### src/rtl/pfx_agu_pkg.sv
package pfx_agu_pkg;
  typedef enum logic [2:0] {
    OP_OTHER     = 3'd0,
    OP_MEM       = 3'd1,
    OP_PFX_DISP  = 3'd2,
    OP_PFX_INDEX = 3'd3,
    OP_PFX_INDIR = 3'd4
  } agu_op_e;

  localparam logic [1:0] SZ_ILLEGAL = 2'd3;
endpackage

### src/rtl/agu_prefix_reg.sv
module agu_prefix_reg #(
  parameter int DW = 32
) (
  input  logic          clk,
  input  logic          rst_n,
  input  logic          retire_i,
  input  logic          load_i,
  input  logic [DW-1:0] next_i,
  output logic          active_o,
  output logic [DW-1:0] value_o
);
  always_ff @(posedge clk or negedge rst_n) begin
    if (!rst_n) begin
      active_o <= 1'b0;
      value_o  <= '0;
    end else if (retire_i) begin
      active_o <= load_i;
      if (load_i) value_o <= next_i;
    end
  end

  assert_pfx_set_R9: assert property (@(posedge clk) disable iff (!rst_n)
    retire_i && load_i |=> active_o && (value_o == $past(next_i)));
  assert_pfx_clear_R9: assert property (@(posedge clk) disable iff (!rst_n)
    retire_i && !load_i |=> !active_o);
  assert_pfx_hold_R9: assert property (@(posedge clk) disable iff (!rst_n)
    !retire_i |=> $stable(active_o) && $stable(value_o));
endmodule

### src/rtl/agu_addr_calc.sv
module agu_addr_calc
  import pfx_agu_pkg::*;
#(
  parameter int DW = 32,
  parameter int RW = 4
) (
  input  agu_op_e       op_i,
  input  logic          valid_i,
  input  logic          autoinc_i,
  input  logic [1:0]    size_i,
  input  logic [RW-1:0] src_i,
  input  logic [RW-1:0] dst_i,
  input  logic [DW-1:0] rs_i,
  input  logic [DW-1:0] rd_i,
  input  logic [DW-1:0] pc_i,
  input  logic [7:0]    disp_i,
  input  logic [DW-1:0] imm_i,
  input  logic [DW-1:0] rdata_i,
  input  logic          pfx_active_i,
  input  logic [DW-1:0] pfx_value_i,
  output logic          ls_valid_o,
  output logic [DW-1:0] ls_addr_o,
  output logic          wb_want_o,
  output logic [RW-1:0] wb_idx_o,
  output logic [DW-1:0] wb_val_o,
  output logic          use_imm_o,
  output logic [2:0]    imm_len_o,
  output logic          pfx_load_o,
  output logic [DW-1:0] pfx_next_o,
  output logic          illegal_o
);
  localparam logic [RW-1:0] PC_IDX = {RW{1'b1}};

  function automatic logic [DW-1:0] size_bytes(input logic [1:0] sz);
    case (sz)
      2'd0:    size_bytes = DW'(1);
      2'd1:    size_bytes = DW'(2);
      default: size_bytes = DW'(4);
    endcase
  endfunction

  function automatic logic [2:0] stream_len(input logic [1:0] sz);
    stream_len = (sz == 2'd0 || sz == 2'd1) ? 3'd2 : 3'd4;
  endfunction

  function automatic logic [DW-1:0] pc_next(input logic [DW-1:0] pc);
    pc_next = pc + DW'(2);
  endfunction

  function automatic logic [DW-1:0] sext8(input logic [7:0] d);
    sext8 = {{(DW-8){d[7]}}, d};
  endfunction

  logic          is_pc_src;
  logic          ls_want;

  assign is_pc_src = (src_i == PC_IDX);

  always_comb begin
    ls_want    = 1'b0;
    ls_addr_o  = rs_i;
    wb_want_o  = 1'b0;
    wb_idx_o   = src_i;
    wb_val_o   = rs_i;
    use_imm_o  = 1'b0;
    imm_len_o  = 3'd0;
    pfx_load_o = 1'b0;
    pfx_next_o = pfx_value_i;
    illegal_o  = 1'b0;
    case (op_i)
      OP_MEM: begin
        use_imm_o = is_pc_src && !pfx_active_i;
        ls_addr_o = pfx_active_i ? pfx_value_i : rs_i;
        if (use_imm_o) imm_len_o = stream_len(size_i);
        else           ls_want   = 1'b1;
        if (autoinc_i && pfx_active_i) begin
          wb_want_o = 1'b1;
          wb_val_o  = pfx_value_i;
        end else if (autoinc_i && !use_imm_o) begin
          wb_want_o = 1'b1;
          wb_val_o  = rs_i + size_bytes(size_i);
        end
      end
      OP_PFX_DISP: begin
        pfx_load_o = 1'b1;
        pfx_next_o = ((dst_i == PC_IDX) ? pc_next(pc_i) : rd_i) + sext8(disp_i);
      end
      OP_PFX_INDEX: begin
        if (size_i == SZ_ILLEGAL) begin
          illegal_o = valid_i;
        end else begin
          pfx_load_o = 1'b1;
          pfx_next_o = (is_pc_src ? ((pc_next(pc_i) | DW'(1)) + DW'(1)) : rs_i)
                       + (rd_i << size_i);
        end
      end
      OP_PFX_INDIR: begin
        pfx_load_o = 1'b1;
        if (is_pc_src) begin
          pfx_next_o = imm_i;
          imm_len_o  = 3'd4;
        end else begin
          ls_want    = 1'b1;
          pfx_next_o = rdata_i;
          if (autoinc_i) begin
            wb_want_o = 1'b1;
            wb_val_o  = rs_i + DW'(4);
          end
        end
      end
      default: ;
    endcase
    ls_valid_o = valid_i && ls_want;
  end
endmodule

### src/rtl/pfx_agu.sv
module pfx_agu
  import pfx_agu_pkg::*;
#(
  parameter int DW      = 32,
  parameter int RW      = 4,
  parameter int PFX_BIT = 11
) (
  input  logic          clk,
  input  logic          rst_n,
  input  logic          insn_valid,
  input  logic          insn_retire,
  input  logic [2:0]    op,
  input  logic          autoinc,
  input  logic [1:0]    size_code,
  input  logic [RW-1:0] src_idx,
  input  logic [RW-1:0] dst_idx,
  input  logic [DW-1:0] rs_val,
  input  logic [DW-1:0] rd_val,
  input  logic [DW-1:0] pc,
  input  logic [7:0]    disp8,
  input  logic [DW-1:0] imm32,
  input  logic [DW-1:0] mem_rdata,
  input  logic          ls_ready,
  input  logic [DW-1:0] ccr_in,
  output logic          ls_valid,
  output logic [DW-1:0] ls_addr,
  output logic          wb_en,
  output logic [RW-1:0] wb_idx,
  output logic [DW-1:0] wb_val,
  output logic          use_imm,
  output logic [2:0]    imm_len,
  output logic          illegal,
  output logic          pfx_active,
  output logic [DW-1:0] pfx_value,
  output logic [DW-1:0] ccr_store_val
);
  localparam logic [DW-1:0] PFX_MASK = DW'(1) << PFX_BIT;

  agu_op_e       op_e;
  logic          wb_want;
  logic          pfx_load;
  logic [DW-1:0] pfx_next;

  assign op_e = agu_op_e'(op);

  agu_addr_calc #(.DW(DW), .RW(RW)) u_calc (
    .op_i(op_e), .valid_i(insn_valid), .autoinc_i(autoinc), .size_i(size_code),
    .src_i(src_idx), .dst_i(dst_idx), .rs_i(rs_val), .rd_i(rd_val), .pc_i(pc),
    .disp_i(disp8), .imm_i(imm32), .rdata_i(mem_rdata),
    .pfx_active_i(pfx_active), .pfx_value_i(pfx_value),
    .ls_valid_o(ls_valid), .ls_addr_o(ls_addr), .wb_want_o(wb_want),
    .wb_idx_o(wb_idx), .wb_val_o(wb_val), .use_imm_o(use_imm),
    .imm_len_o(imm_len), .pfx_load_o(pfx_load), .pfx_next_o(pfx_next),
    .illegal_o(illegal)
  );

  agu_prefix_reg #(.DW(DW)) u_pfx (
    .clk(clk), .rst_n(rst_n), .retire_i(insn_retire), .load_i(pfx_load),
    .next_i(pfx_next), .active_o(pfx_active), .value_o(pfx_value)
  );

  assign wb_en         = insn_retire && wb_want;
  assign ccr_store_val = ccr_in & ~PFX_MASK;

  assert_addr_from_pfx_R2: assert property (@(posedge clk) disable iff (!rst_n)
    ls_valid && (op_e == OP_MEM) && pfx_active |-> ls_addr == pfx_value);
  assert_imm_no_request_R5: assert property (@(posedge clk) disable iff (!rst_n)
    use_imm |-> !ls_valid);
  assert_illegal_no_pfx_R11: assert property (@(posedge clk) disable iff (!rst_n)
    insn_retire && illegal |=> !pfx_active);
  assert_retire_ready_R12: assert property (@(posedge clk) disable iff (!rst_n)
    insn_retire && ls_valid |-> ls_ready);
  assert_retire_valid_R12: assert property (@(posedge clk) disable iff (!rst_n)
    insn_retire |-> insn_valid);
endmodule

### config.mk
export PLATFORM = sky130hd
export DESIGN_NAME = pfx_agu
export DESIGN_NICKNAME = d
export VERILOG_FILES = /design/src/rtl/pfx_agu_pkg.sv /design/src/rtl/agu_prefix_reg.sv /design/src/rtl/agu_addr_calc.sv /design/src/rtl/pfx_agu.sv
export SDC_FILE = /design/constraint.sdc
export NUM_CORES = 1
export LEC_CHECK = 0
export BUFFER_PORTS_ARGS = -buffer_cell sky130_fd_sc_hd__buf_2
export CAP_MARGIN = 20
export CORE_ASPECT_RATIO = 1.75
export CORE_MARGIN = 4
export CORE_UTILIZATION = 57
export DETAILED_ROUTE_END_ITERATION = 16
export GPL_ROUTABILITY_DRIVEN = 0
export PLACE_DENSITY_LB_ADDON = 0.25
export SETUP_SLACK_MARGIN = 0.1
export SYNTH_ARGS = -nofsm -noshare
export SYNTH_HDL_FRONTEND = slang
export SYNTH_SLANG_ARGS = --single-unit
### constraint.sdc
create_clock -name clk -period 10.8 [get_ports clk]
set_clock_uncertainty 0.2 [all_clocks]
set_input_delay 1.62 -clock clk [delete_from_list [all_inputs] [get_ports clk]]
set_output_delay 1.62 -clock clk [all_outputs]
set_load 0.05 [all_outputs]
== Yosys cells after proc, flatten, opt, wreduce, memory -nomap -nowiden ==
Cells that the tools add are included.

* Register bits: 33
* Bits in latches: 0
* Bits in writable memories: 0
* Bits in read-only memories: 0
* Output and inout port bits: 140
* Memories kept: 0

* $add $sub $neg: 6
* $mul: 0
* Div/mod/pow operators: 0
* $lt $le $gt $ge: 0
* Equality and inequality tests: 9
* Shift-type cells: 1
* Muxes and demuxes: 33
* Bitwise logic cells: 0
* Reductions and logical operators: 12

{| class="wikitable"
|+ Operators with widths
! kind !! number
|-
| 32-bit two-way mux || 13
|-
| 32-bit adder || 3
|-
| 32-bit case mux with 3 select lines || 1
|-
| 32-bit case mux with 2 select lines || 1
|-
| 32-bit by 1-bit adder with 32-bit output (second input constant) || 1
|-
| 32-bit by 2-bit adder with 32-bit output (second input constant) || 1
|-
| 32-bit by 3-bit adder with 32-bit output (second input constant) || 1
|-
| 32-bit by 2-bit left shift with 32-bit output || 1
|-
| 3-bit case mux with 2 select lines || 2
|-
| 1-bit two-way mux || 10
|-
| 3-bit two-way mux || 3
|-
| 4-bit == test (second input constant) || 2
|-
| 3-bit by 2-bit == test with 1-bit output (second input constant) || 2
|-
| 1-bit case mux with 2 select lines || 3
|-
| 1-bit logical AND || 5
|-
| 4-bit AND reduction || 1
|-
| 3-bit by 1-bit == test with 1-bit output (second input constant) || 1
|-
| 3-bit == test (second input constant) || 1
|-
| 3-bit nonzero test || 1
|-
| 2-bit by 1-bit == test with 1-bit output (second input constant) || 1
|-
| 2-bit == test (second input constant) || 1
|-
| 1-bit zero test || 2
|-
| 2-bit zero test || 1
|-
| 2-bit != test (second input constant) || 1
|-
| 2 further kinds || 2
|}

== Depth between registers and ports, before layout ==
* Word-level depth: 11
* Gate-level depth with buffers: 22

== Cells and area by module ==
A second synthesis with hierarchy kept.

* Cell total of the unflattened synthesis: 1517
* Area, all modules: 10855.4 um^2

{| class="wikitable"
|+ By module, submodules not included
! module !! instances !! cells an instance !! area an instance (um^2) !! sequential area each (um^2)
|-
| agu_addr_calc || 1 || 1412 || 9261.4 || 0.0
|-
| agu_prefix_reg || 1 || 71 || 1343.8 || 825.8
|-
| pfx_agu || 1 || 34 || 250.2 || 0.0
|}

== Least setup slack after synthesis ==
OpenSTA, ideal clock, no wires.

* Path kind: input -> output
* Start point: input size_code[0]
* End point: output wb_val[24]
* Data arrival time: 5.830 ns
* Data required time: 8.980 ns
* Slack: 3.150 ns
* Cell stages on the path: 10
* Path buffers: 2
* Path through: buf_1 clkbuf_1 nor2b_1 fa_1 a21oi_1 nor3_1 nand3_1 nor4_1 a21oi_1 o311ai_0

* Cells in the longest elaborated chain, start to end: 9

{| class="wikitable"
|+ RTL lines
! element !! line !! text
|-
| start, declared || pfx_agu.sv:14 || <nowiki>input logic [1:0] size_code,</nowiki>
|-
| 2-bit by 1-bit == test with 1-bit output / 2-bit zero test (equally long branches) || agu_addr_calc.sv:35 || <nowiki>case (sz)</nowiki>
|-
| 3-bit case mux with 2 select lines * || agu_addr_calc.sv:35 ||
|-
| 32-bit two-way mux * || agu_addr_calc.sv:79 || <nowiki>end else if (autoinc_i && !use_imm_o) begin</nowiki>
|-
| 32-bit two-way mux * || agu_addr_calc.sv:76 || <nowiki>if (autoinc_i && pfx_active_i) begin</nowiki>
|-
| 32-bit two-way mux * || agu_addr_calc.sv:70 || <nowiki>case (op_i)</nowiki>
|-
| 32-bit adder * || agu_addr_calc.sv:81 || <nowiki>wb_val_o = rs_i + size_bytes(size_i);</nowiki>
|-
| 32-bit two-way mux * || agu_addr_calc.sv:79 ||
|-
| 32-bit two-way mux * || agu_addr_calc.sv:76 ||
|-
| 32-bit case mux with 2 select lines * || agu_addr_calc.sv:70 ||
|-
| end, declared || pfx_agu.sv:29 || <nowiki>output logic [DW-1:0] wb_val,</nowiki>
|}

Every way passes the cells marked *; elsewhere a longest branch is shown, timed or not. The select of a mux whose other input is x is not followed.

== Worst setup path after layout ==
* Start point: input src_idx[3]
* End point: output wb_val[19]

* Cells in the longest elaborated chain, start to end: 7

{| class="wikitable"
|+ RTL lines
! element !! line !! text
|-
| start, declared || pfx_agu.sv:15 || <nowiki>input logic [RW-1:0] src_idx,</nowiki>
|-
| 4-bit == test * || agu_addr_calc.sv:57 || <nowiki>assign is_pc_src = (src_i == PC_IDX);</nowiki>
|-
| 1-bit logical AND || agu_addr_calc.sv:72 || <nowiki>use_imm_o = is_pc_src && !pfx_active_i;</nowiki>
|-
| 1-bit zero test || agu_addr_calc.sv:79 ||
|-
| 1-bit logical AND || agu_addr_calc.sv:79 ||
|-
| 32-bit two-way mux || agu_addr_calc.sv:79 ||
|-
| 32-bit two-way mux || agu_addr_calc.sv:76 ||
|-
| 32-bit case mux with 2 select lines * || agu_addr_calc.sv:70 ||
|}

Every way passes the cells marked *; elsewhere a longest branch is shown, timed or not.

==> flow_summary.ini <==
[floorplanning]
io_pins = 359
floorplan.rows = 64
initial_core_util_pct = 57.88
die_area_um2 = 20000
die_w_um = 108.6
coreArea_um2 = 17460
die_h_um = 184.1

[layout]
seq_area_um2 = 825.8
nNetsFinal = 1924
final_util_pct = 65.59
post_route_cells_drive_above_1_share_pct = 24.19
mostFrequentLayoutCells = buf_2 (292), nand2_1 (216), a21oi_1 (133)
fillers = 1740
area_delta_synth_final_pct = 13.32
antenna_cells = 0
multi_input_area_um2 = 8542
final_common_cell = buf_2

[synthesis]
avgSynthCellArea_um2 = 6.968
synthMuxAreaShare_pct = 11.78
synth-main-ff-cell = dfrtp_1
yosysTopAreaCellShare_pct = 8.545
synthCells = 1450
yosys.area_share.simple_pct = 26.87
syn-cell-area_um2 = 10100
synth_edf_count = 0
yosysWarnings = 0
synth-async-reset-ratio_pct = 100.0
synth-xor-area-share_pct = 9.610
synth_compound_area_share_pct = 26.85
yosysUniqueCellTypes = 80
yosysTopAreaCell = ha_1
ys_seq_elements = 33
synth_top_family_by_area = simple AND/OR/NAND/NOR gates
synthAdderAreaFrac_pct = 9.139
seq_area_frac_synth_pct = 8.173
synth_area_leaders = ha_1 (8.5%), dfrtp_1 (8.2%), nand2_1 (8.0%)

[sta]
hold_viol = 0
worst_slew_pin_slew_ns = 1.116
finalCritPeriodShare_pct = 66.45
period_needed_ns = 7.177
tns_ns = 0
max_freq_mhz = 139.3
rsz0062_at_grt = false
slew_headroom_pct = 25.58
holdWs_ns = 0.3923
finalMaxSlewViolations = 0
setup_viol = 0

[power]
p_total_w = 0.001124
power_switching_w = 0.0006147
powerDensity_nw_per_um2 = 98.13
internal_power_w = 0.0005088
p_comb_share_pct = 68.6
max-vdd-ir-drop_v = 0.00006434
sw_frac_of_total_pct = 54.71
sequentialPowerShare_pct = 18.7
p_leak_nw = 4.900
clock_power_share_pct = 12.8

[setup_path]
worst_setup_path_start_kind = input pin
crit_family = buffers and inverters
crit_chain = buf_2, nand4_1, buf_4, o21ai_0, nor2_1, and3_1, nor2b_1, and3_1, a21oi_1, o311ai_0, clkbuf_2, buf_2
worstSetupPathType = input pin to primary output
slowest_stage = buf_4
cp.required_ns = 8.98
r2r_cells = 3
cp.depth = 12
ff2ff_setup_slack_ns = 9.41
cp-end-kind = primary output
slowest_delay_ns = 0.66
crit_fanout = 88
path_buf_inv = 4
cp.arrival_ns = 5.36

[clock_network]
cts_inserted_buffers = 5
postCtsSetupBuffers = 0
clockBufferDepth = 2
cts-root-buf = clkbuf_16
cts_tree = done
clkSinkCount = 33
cts-htree-levels = 2
hold_buffers = 0
clk_pin_slew_ns = 0.05
post_cts_resized = 0
clk_latency_ns = 0.28

[routing]
num_vias = 12127
wire_per_inst_um = 20.49
first_pass_iters = 6
viasPerCell = 6.506
drtAntennaViolNets = 0
first_iter_violations = 960
routed_wl_um = 38190
drc = 0

[grt]
grt_util_all_layers_pct = 37.02
antenna_found_initial = 0
grt_pass1_vias = 11418
grt_max_degree = 89
grt_pass1_wl_um = 58730
grt.overflow.total = 0

[min_path]
hold_path_depth = 2
min_path_type = flop to flop

[flow_run]
drv_cap = 0

[placement]
dp_hpwl_um = 30400
numPortBuffers = 292

[status]
status = finished, final reports clean
-- tightest hold or removal path, delay by kind of cell (launching register included) --
kind               cells  cell delay, ns
DFF                    1            0.38
AOI/OAI and AO/OA      1            0.10
and+or+nand+nor        1            0.06
-- kinds of logic (layout without fill, tap and decap cells) --
family,count (synthesis),after routing
AO/OA/AOI/OAI,438,438
XOR/XNOR,110,110
adder cells (fa/ha/maj),72,72
buffers and inverters,156,338
flip-flops,33,33
multiplexers,81,81
other,1,2
AND/OR/NAND/NOR,559,559
-- metrics by stage --
step / instance area [um^2] / setup WS (ns) / std cells
floorplan: 10110 / 3.150 / 1451
global placement: 11300 / 3.729 / 1856
detailed placement: 11300 / 3.665 / 1856
CTS: 11440 / 3.657 / 1863
global route: 11450 / 3.228 / 1864
finish: 11450 / 3.623 / 1864
-- flip-flops by register name (all words and copies together) (netlist names) --
register,flops
u_pfx.active_o,1
u_pfx.value_o,32
-- cell type report --
type                            count  area share (%)
Clock buffer                        7           1.246
Inverter                           27          0.8851
Multi-Input combinational cell   1262           74.60
Sequential cell                    33           7.212
Tap cell                          231           2.524
Timing Repair Buffer              304           13.53
-- power by group through the flow --
stage | sequential, W | combinational (W) | clock, W
after floorplan | 0.000304 | 0.000480 | 0
after global placement | 0.000206 | 0.000743 | 0
after detailed placement | 0.000207 | 0.000754 | 0
after CTS | 0.000205 | 0.000758 | 0.000144
after global routing | 0.000211 | 0.000828 | 0.000148
final | 0.000210 | 0.000770 | 0.000143
-- routing by layer --
metal	routed length [um]	vias up	global-route usage [%]
li1	-	5697	-
met1	13630	5564	43.16
met2	18390	696	62.15
met3	3684	170	6.484
met4	2489	0	22.90
met5	0	-	0
-- Yosys cell counts, types with 9 or more instances --
| cell | n |
|---|---|
| o311ai_0 | 9 |
| nor2_1 | 110 |
| a221oi_1 | 16 |
| clkbuf_1 | 72 |
| a31oi_1 | 16 |
| a211oi_1 | 16 |
| ha_1 | 69 |
| dfrtp_1 | 33 |
| nand4_1 | 15 |
| nand2_1 | 216 |
| o211ai_1 | 22 |
| mux2i_1 | 21 |
| o22ai_1 | 12 |
| a21o_1 | 24 |
| buf_1 | 9 |
| nand3b_1 | 9 |
| nand2b_1 | 10 |
| o21ai_0 | 121 |
| mux4_2 | 27 |
| inv_1 | 27 |
| xnor2_1 | 71 |
| mux2_2 | 33 |
| a21oi_1 | 134 |
| nand3_1 | 57 |
| buf_4 | 44 |
| or3_1 | 9 |
| xor2_1 | 38 |
| and3_1 | 25 |
| nor2b_1 | 16 |
| nor4_1 | 15 |
| and2_1 | 13 |
| nor3_1 | 25 |
-- final timing paths --
| kind | from | to |
|---|---|---|
| max | src_idx[3] | wb_val[19] |
| min | u_pfx.value_o[1] | u_pfx.value_o[1] |
| max reg2reg | u_pfx.value_o[31] | u_pfx.value_o[31] |
| min reg2reg | u_pfx.value_o[1] | u_pfx.value_o[1] |
| max in group asynchronous | rst_n | u_pfx.value_o[30] |
| min in group asynchronous | rst_n | u_pfx.value_o[1] |
No activity file was read; power rests on OpenSTA's default activity.
